$ cat src/rtl/line_code_pkg.sv
package line_code_pkg;
  localparam int SEL_W = 2;

  typedef enum logic [SEL_W-1:0] {
    CODE_NRZ  = 2'b00,
    CODE_NRZI = 2'b01,
    CODE_RZ   = 2'b10,
    CODE_MAN  = 2'b11
  } code_e;
endpackage

$ cat src/rtl/bit_slot_tracker.sv
module bit_slot_tracker (
  input  logic clk,
  input  logic rst_n,
  input  logic bit_in,
  input  logic bit_strobe,
  output logic held_bit_n,
  output logic first_slot_n
);
  logic held_q;

  always_comb begin
    held_bit_n   = bit_strobe ? bit_in : held_q;
    first_slot_n = bit_strobe;
  end

  always_ff @(posedge clk) begin
    if (!rst_n) held_q <= 1'b0;
    else        held_q <= held_bit_n;
  end

  // without a strobe the held bit does not move
  a_r8_hold_stable: assert property (@(posedge clk) disable iff (!rst_n)
    (!bit_strobe && $past(rst_n)) |=> $stable(held_q));
endmodule

$ cat src/rtl/nrzi_level.sv
module nrzi_level
  import line_code_pkg::*;
(
  input  logic       clk,
  input  logic       rst_n,
  input  logic       bit_in,
  input  logic       bit_strobe,
  input  logic [SEL_W-1:0] code_sel,
  output logic       level_n
);
  logic level_q;
  logic step;

  always_comb begin
    step    = bit_strobe && (code_sel == CODE_NRZI) && bit_in;
    level_n = level_q ^ step;
  end

  always_ff @(posedge clk) begin
    if (!rst_n) level_q <= 1'b0;
    else        level_q <= level_n;
  end

  // a strobed 1 in NRZI flips the level
  a_r4_nrzi_flip: assert property (@(posedge clk) disable iff (!rst_n)
    (bit_strobe && bit_in && code_sel == CODE_NRZI) |=> (level_q != $past(level_q)));
  // other codes leave the level alone
  a_r11_level_kept: assert property (@(posedge clk) disable iff (!rst_n)
    (code_sel != CODE_NRZI && $past(rst_n)) |=> $stable(level_q));
endmodule

$ cat src/rtl/code_mapper.sv
module code_mapper
  import line_code_pkg::*;
(
  input  logic             held_bit,
  input  logic             first_slot,
  input  logic             level,
  input  logic [SEL_W-1:0] code_sel,
  output logic             line_n
);
  always_comb begin
    unique case (code_e'(code_sel))
      CODE_NRZ:  line_n = held_bit;
      CODE_NRZI: line_n = level;
      CODE_RZ:   line_n = held_bit & first_slot;
      CODE_MAN:  line_n = first_slot ? held_bit : ~held_bit;
      default:   line_n = 1'b0;
    endcase
  end
endmodule

$ cat src/rtl/line_code_encoder.sv
module line_code_encoder
  import line_code_pkg::*;
(
  input  logic             clk,
  input  logic             rst_n,
  input  logic             bit_in,
  input  logic             bit_strobe,
  input  logic [SEL_W-1:0] code_sel,
  output logic             line_out
);
  logic held_bit_n;
  logic first_slot_n;
  logic level_n;
  logic line_n;

  bit_slot_tracker slot_i (
    .clk          (clk),
    .rst_n        (rst_n),
    .bit_in       (bit_in),
    .bit_strobe   (bit_strobe),
    .held_bit_n   (held_bit_n),
    .first_slot_n (first_slot_n)
  );

  nrzi_level nrzi_i (
    .clk        (clk),
    .rst_n      (rst_n),
    .bit_in     (bit_in),
    .bit_strobe (bit_strobe),
    .code_sel   (code_sel),
    .level_n    (level_n)
  );

  code_mapper map_i (
    .held_bit   (held_bit_n),
    .first_slot (first_slot_n),
    .level      (level_n),
    .code_sel   (code_sel),
    .line_n     (line_n)
  );

  always_ff @(posedge clk) begin
    if (!rst_n) line_out <= 1'b0;
    else        line_out <= line_n;
  end

  // reset forces a low line
  a_r1_reset_low: assert property (@(posedge clk)
    $past(rst_n) == 1'b0 && $past(rst_n, 2) == 1'b0 |-> !line_out);
  // NRZ first slot mirrors the strobed bit one clock later
  a_r2_nrz_follow: assert property (@(posedge clk) disable iff (!rst_n)
    ($past(rst_n) && $past(code_sel) == CODE_NRZ && $past(bit_strobe)) |-> (line_out == $past(bit_in)));
  // RZ is always low outside the first slot
  a_r6_rz_second_low: assert property (@(posedge clk) disable iff (!rst_n)
    ($past(rst_n) && $past(code_sel) == CODE_RZ && !$past(bit_strobe)) |-> !line_out);
  // Manchester toggles at mid-bit
  a_r7_mid_toggle: assert property (@(posedge clk) disable iff (!rst_n)
    ($past(rst_n, 2) && $past(rst_n) && $past(code_sel) == CODE_MAN &&
     $past(code_sel, 2) == CODE_MAN && $past(bit_strobe, 2) && !$past(bit_strobe))
    |-> (line_out != $past(line_out)));
endmodule

$ cat config.mk
export PLATFORM = sky130hd
export DESIGN_NAME = line_code_encoder
export DESIGN_NICKNAME = d
export VERILOG_FILES = /design/src/rtl/line_code_pkg.sv /design/src/rtl/bit_slot_tracker.sv /design/src/rtl/nrzi_level.sv /design/src/rtl/code_mapper.sv /design/src/rtl/line_code_encoder.sv
export SDC_FILE = /design/constraint.sdc
export NUM_CORES = 1
export LEC_CHECK = 0
export ABC_AREA = 1
export BUFFER_PORTS_ARGS = -buffer_cell sky130_fd_sc_hd__buf_4
export CAP_MARGIN = 40
export CORE_AREA = 5 5 42 44
export CTS_CLUSTER_SIZE = 12
export DETAILED_ROUTE_END_ITERATION = 8
export DIE_AREA = 0 0 47 49
export PLACE_DENSITY = 0.33
export SLEW_MARGIN = 20
export SYNTH_ARGS = -nofsm -noshare
export SYNTH_HDL_FRONTEND = slang
export SYNTH_SLANG_ARGS = --single-unit
$ cat constraint.sdc
create_clock -name clk -period 1.8 [get_ports clk]
set_clock_uncertainty 0.1 [all_clocks]
set_input_delay 0.09 -clock clk [delete_from_list [all_inputs] [get_ports clk]]
set_output_delay 0.09 -clock clk [all_outputs]
set_load 0.1 [all_outputs]
# After elaboration in Yosys (flattened, before gate mapping)
# Index checks and enable logic that the tools add are counted.
# totals
reg_bits	3
latchBits	0
ram_bits	0
romBits	0
inputBits	6
out_inout_bits	1
word_cells	15
mem_count	0
# op_classes
add_sub_neg	0
multipliers	0
div	0
order_cmp	0
n_eq_ne	3
n_shift	0
mux	3
n_bitwise	3
n_reduce_logical	3
# op_table
cell	n
$eq 2x2->1 const B	2
$pmux 1 s4	1
$eq 2x1->1 const B	1
$logic_and 1x1->1	2
$logic_not 2->1	1
$mux 1	2
$and 1x1->1	1
$not 1->1	1
$xor 1x1->1	1

# Depth between registers and ports, before layout
# Gate-level depths: netlist of the first run.
# logic_depth
depth_word	5
mapped_depth	7
ltp_nobuf	7

# By module
# From an unflattened synthesis of the first run, not the netlist that was laid out.
# unflattened
cells_unflattened	39
area_unflattened_um2	234.0
# modules_own_cells
module	instances	cells_each	area_per_inst_um2	seq_area_each_um2
nrzi_level	1	12	80.1	20.0
bit_slot_tracker	1	11	66.3	20.0
code_mapper	1	13	60.1	0.0
line_code_encoder	1	3	27.5	20.0

# Worst setup path before layout of the first run
# No wires, ideal clock.
# synth_timing
kind	register to output
startpoint	reg line_out
endpoint	out line_out
t_arrival_ns	0.909
t_required_ns	1.610
path_slack_ns	0.701
stages_incl_launch_ff	1
path_buffers	0
cell_sequence	dfxtp_1
# synth_rtl
item	line_no	text
start, declared	line_code_encoder.sv:9	output logic line_out
start signal, assigned	line_code_encoder.sv:44	else line_out <= line_n;
# No word-level cell between the ends.

==> flow_metrics.env, run 1 <==
export IMPL_synth_edf_count=0
export IMPL_worstHoldPathType="input pin to flop"
export IMPL_synth_common_cells="nand2_1, inv_1, nand3_1"
export IMPL_h_tree_depth=1
export IMPL_synth_seq_cells=3
export IMPL_fin_crit_sh_pct=56.0
export IMPL_grt_setup_unrepaired="false"
export IMPL_initial_core_util_pct=11.7
export IMPL_cts_resized=0
export IMPL_ir_worst_vdd_mv=0.439
export IMPL_tightest_slew_ps=279
export IMPL_grt_pass1_vias=152
export IMPL_drive_above_1_share_pct=34.3
export IMPL_die_x_um=47
export IMPL_grt_max_degree=5
export IMPL_slew_headroom_pct=81.5
export IMPL_dieHeight_um=49
export IMPL_crit_fanout=3
export IMPL_wl_per_cell_um=7.02
export IMPL_ys_flop_type="dfxtp_1"
export IMPL_diodes=0
export IMPL_cts_tree="done"
export IMPL_cp_start_kind="input pin"
export IMPL_crit_chain="dlygate4sd3_1 -> buf_4 -> inv_1 -> nor2_1 -> nand3_1 -> nand2_1"
export IMPL_syn_area_um2=164
export IMPL_fp_row_count=14
export IMPL_cp_top_family="buffers and inverters"
export IMPL_avgSynthCellArea_um2=6.83
export IMPL_postRouteAntennaNets=0
export IMPL_max_cap_violations=0
export IMPL_dr_pass1_iters=3
export IMPL_async_reset_ff_share_pct=0
export IMPL_critPathMaxStageDelay_ps=530
export IMPL_cts_clk_slew_worst_paths_ps=40
export IMPL_crit_path_end_kind="flop"
export IMPL_worst_path_max_delay_cell="dlygate4sd3_1"
export IMPL_cts_root_buf="clkbuf_4"
export IMPL_wl_um=358
export IMPL_yosysTopAreaCell="dfxtp_1"
export IMPL_synth_xor_area_share_pct=0
export IMPL_synth_cell_type_count=10
export IMPL_clk_latency_ps=230
export IMPL_io_buffer_count=6
export IMPL_fin_ws_ps=793
export IMPL_antenna_found_initial=0
export IMPL_power_density_nw_per_um2=868
export IMPL_synthMuxAreaShare_pct=0
export IMPL_grt_usage_pct=4.01
export IMPL_p_leak_nw=0.131
export IMPL_detailedPlace_worstSlack_ps=946
export IMPL_synth_most_common_cell="nand2_1"
export IMPL_report_final_slew_viol_count=0
export IMPL_die_area_um2=2300
export IMPL_status="completed"
export IMPL_core_area_um2=1400
export IMPL_dp_hpwl_um=290
export IMPL_grt_overflow=0
export IMPL_post_cts_setup_buffer_count=0
export IMPL_critical_path_buf_inv_count=3
export IMPL_synthTopCellsByArea="dfxtp_1, nand3_1, nand2_1, inv_1, nand3b_1"
export IMPL_ys_warn_count=0
export IMPL_vias=183
export IMPL_drt_iter0_markers=8
export IMPL_pin_count=7
export IMPL_synthCells=24
export IMPL_setup_violations_final=0
export IMPL_synth_top_area_share_pct=36.6
export IMPL_clkSinkCount=3
export IMPL_syn2layout_area_growth_pct=61.8
export IMPL_clock_fmax_mhz=993
export IMPL_worstPathRequired_ps=1820
export IMPL_yosysSeqAreaShare_pct=36.6
export IMPL_fin_crit_ps=1010
export IMPL_synth_compound_area_share_pct=6.11
export IMPL_crit_type="input pin to flop"
export IMPL_via_per_inst=3.59
export IMPL_worstPathArrival_ps=1030
export IMPL_place_gp_congestion=0.633
export IMPL_yosys_area_share_simple_pct=45.8
export IMPL_cts_buffers=3
export IMPL_fin_tns_setup_ps=0
export IMPL_synth_top_family_by_area="simple AND/OR/NAND/NOR gates"
export IMPL_p_total_uw=230
export IMPL_synthAdderAreaFrac_pct=0
export IMPL_syn_num_nets=30
export IMPL_grt_pass1_wl_um=579
export IMPL_clockBufferDepth=2
export IMPL_drc=0
export IMPL_nets=42
export IMPL_hold_violations=0
==> layout make-up <==
cell class | count | area (um^2)
clock buffer | 4 | 26.3
multi-input combinational | 16 | 85.1
inverter | 5 | 18.8
fill | 171 | 1140
sequential | 3 | 60.1
timing repair buffer | 7 | 55.1
tap | 16 | 20.0
==> stage by stage <==
| step | area, um^2 | std cells | hold WS (ps) | util (%) |
|---|---|---|---|---|
| 2_1_floorplan | 164 | 24 | 121 | - |
| 3_3_place_gp | 229 | 46 | 228 | 16.3 |
| 3_5_place_dp | 229 | 46 | 233 | 16.3 |
| 4_1_cts | 265 | 51 | 60.7 | 18.9 |
| 5_1_grt | 265 | 51 | 66.4 | 18.9 |
| 6_report | 265 | 51 | 67.7 | 18.9 |
==> final timing paths <==
kind / start / end / slack, ps / cells after the start
setup / recovery: rst_n / line_out / 790 / 6
hold / removal: bit_in / slot_i.held_q / 70 / 3
setup reg to reg: nrzi_i.level_q / line_out / 980 / 5
hold reg to reg: slot_i.held_q / slot_i.held_q / 380 / 2
==> state kept, by name (all words and copies together), names as in the netlist <==
register	cells
line_out	1
nrzi_i.level_q	1
slot_i.held_q	1
==> cell usage in the layout, fill, tap and decap left out, drive strengths merged <==
master	count
buf	6
nand2	6
inv	5
nand3	4
clkbuf	4
dfxtp	3
a21oi	2
nand3b	2
nor2	2
dlygate4sd3	1
==> metal layers <==
layer	routed length [um]	vias up	global-route usage, %
li1	-	98	-
met1	162	75	4.59
met2	117	10	3.85
met3	78	0	7.01
met4	0	0	0
met5	0	-	0
==> where the power goes <==
part / switching [mW] / internal [mW]
Sequential: 0.00111 / 0.0706
Clock: 0.0315 / 0.0828
Combinational: 0.0267 / 0.0174
==> cells by family (layout without fill, tap and decap cells) <==
kind of cell,Yosys count,count (layout)
AOI/OAI and AO/OA,2,2
and+or+nand+nor,14,14
buffers and inverters,5,16
DFF,3,3
==> timing repair <==
action	4_1_cts	5_1_grt
hold buffers	1	0
setup endpoints to repair	0	0
hold endpoints to repair	1	0
==> worst register-to-register path, stage by stage (launching register included) <==
cell	delay, ps
dfxtp_1	320
inv_1	40
nand3_1	90
nand2_1	60
nand3_1	60
nand2_1	50
Power figures use the tool's default switching activity.
==> run 2, diff against run 1 <==
==> constraint.sdc (replaced) <==
create_clock -name clk -period 1.01 [get_ports clk]
set_clock_uncertainty 0.1 [all_clocks]
set_input_delay 0.0505 -clock clk [delete_from_list [all_inputs] [get_ports clk]]
set_output_delay 0.0505 -clock clk [all_outputs]
set_load 0.1 [all_outputs]
==> run 2 against run 1 <==
Via count fell by 2.2%. Hold slack got worse by 42 ps. Design area is 0.47% higher. Clock-buffer cell count is the same. Register-to-register slack worse by 800 ps. Setup slack got worse by 750 ps. Power grew 79%. Critical path depth is the same. Clock power increased by 80%. Global-route usage did not move. Sequential share of layout area up 0.36 points. Highest routed layer unchanged.
==> flow_metrics.env, run 2 (synthesis gave the netlist of run 1 again) <==
export IMPL_slew_headroom_pct=81.6
export IMPL_post_cts_setup_buffer_count=0
export IMPL_place_gp_congestion=0.602
export IMPL_status="completed"
export IMPL_cts_root_buf="clkbuf_4"
export IMPL_worst_path_max_delay_cell="dlygate4sd3_1"
export IMPL_grt_pass1_wl_um=607
export IMPL_ir_worst_vdd_mv=0.602
export IMPL_cts_tree="done"
export IMPL_dp_hpwl_um=290
export IMPL_tightest_slew_ps=278
export IMPL_fin_hold_ws_ps=25.7
export IMPL_crit_fanout=3
export IMPL_crit_path_end_kind="flop"
export IMPL_antenna_found_initial=0
export IMPL_clk_latency_ps=230
export IMPL_grt_setup_unrepaired="false"
export IMPL_crit_type="input pin to flop"
export IMPL_hold_violations=0
export IMPL_nets=42
export IMPL_die_x_um=47
export IMPL_crit_chain="dlygate4sd3_1 -> buf_4 -> inv_1 -> nor2_1 -> nand3_1 -> nand2_1"
export IMPL_final_common_cell="buf_4"
export IMPL_report_final_slew_viol_count=0
export IMPL_layoutNonFillerInstCount=51
export IMPL_power_density_nw_per_um2=1550
export IMPL_grt_overflow=0
export IMPL_fin_crit_ps=964
export IMPL_initial_core_util_pct=11.7
export IMPL_clock_fmax_mhz=1040
export IMPL_reg2reg_depth=5
export IMPL_critPathMaxStageDelay_ps=530
export IMPL_dp_cells=46
export IMPL_r2r_setup_slack_ps=180
export IMPL_io_buffer_count=6
export IMPL_r2r_start="nrzi_i.level_q"
export IMPL_clockBufferDepth=2
export IMPL_diodes=0
export IMPL_rr_endpoint="line_out"
export IMPL_dpl_instance_area_um2=230
export IMPL_worstPathRequired_ps=1030
export IMPL_detailedPlace_worstSlack_ps=189
export IMPL_grt_usage_pct=4.01
export IMPL_vias=179
export IMPL_core_area_um2=1400
export IMPL_worstPathArrival_ps=980
export IMPL_via_per_inst=3.51
export IMPL_cts_buffers=3
export IMPL_cts_resized=0
export IMPL_max_cap_violations=0
export IMPL_h_tree_depth=1
export IMPL_fin_crit_sh_pct=95.5
export IMPL_cts_clk_slew_worst_paths_ps=40
export IMPL_grt_pass1_vias=154
export IMPL_wl_per_cell_um=6.88
export IMPL_clkSinkCount=3
export IMPL_hold_path_end="slot_i.held_q"
export IMPL_postRouteAntennaNets=0
export IMPL_drt_iter0_markers=10
export IMPL_fin_ws_ps=45.6
export IMPL_pin_count=7
export IMPL_drc=0
export IMPL_largestRegisters="line_out (1), nrzi_i.level_q (1), slot_i.held_q (1)"
export IMPL_hold_path_depth=3
export IMPL_fp_row_count=14
export IMPL_drive_above_1_share_pct=37.1
export IMPL_p_leak_nw=0.131
export IMPL_syn2layout_area_growth_pct=62.6
export IMPL_die_area_um2=2300
export IMPL_dieHeight_um=49
export IMPL_worstHoldPathType="input pin to flop"
export IMPL_cts_hold_buffers=1
export IMPL_fin_area_um2=267
export IMPL_dr_pass1_iters=4
export IMPL_fin_tns_setup_ps=0
export IMPL_wl_um=351
export IMPL_setup_violations_final=0
export IMPL_grt_max_degree=5
export IMPL_final_cell_mix="buf_4, nand2_1, inv_1, nand3_1, clkbuf_4"
export IMPL_cp_start_kind="input pin"
export IMPL_hp_start="bit_in"
export IMPL_fillers=166
==> run 2: report_power, final <==
| part | switching, mW | total [mW] | leakage, nW | internal (mW) |
|---|---|---|---|---|
| logic | 0.0476 | 0.0787 | 0.0914 | 0.0311 |
| registers | 0.00208 | 0.128 | 0.0250 | 0.126 |
| clock network | 0.0576 | 0.205 | 0.0150 | 0.148 |
==> run 2: through the flow <==
step | util (%) | power, mW
final | 19.0 | 0.412
after CTS | 19.0 | 0.428
after global routing | 19.0 | 0.452
after detailed placement | 16.4 | 0.206
after global placement | 16.4 | 0.206
after floorplan | - | 0.178
==> run 2: worst max-delay path by stage <==
stage | from | end | slack, ps | cells after the start
floorplan | line_out | line_out | 230 | 0
global placement | slot_i.held_q | line_out | 200 | 4
detailed placement | nrzi_i.level_q | line_out | 190 | 5
CTS | line_out | line_out | 40 | 1
global route | rst_n | line_out | 10 | 6
finish | rst_n | line_out | 50 | 6
==> run 2: cell type report <==
type                       count  area [um^2]  area share [%]
clock buffer                   4         26.3            9.86
inverter                       5         18.8            7.04
multi-input combinational     16         85.1            31.9
sequential                     3         61.3            23.0
tap                           16         20.0            7.51
timing repair buffer           7         55.1            20.7
==> run 2: metal layers <==
metal / track usage (%) / share of wire, % / vias up
met4: 1.38 / 0 / 0
met2: 3.39 / 32 / 8
li1: - / - / 97
met5: 0 / 0 / -
met1: 5.02 / 50 / 74
met3: 5.90 / 18 / 0
==> run 2: worst max-delay path: cells and delay by family <==
kind                   cells  cell delay, ps
AND/OR/NAND/NOR            3             190
buffers and inverters      3             750
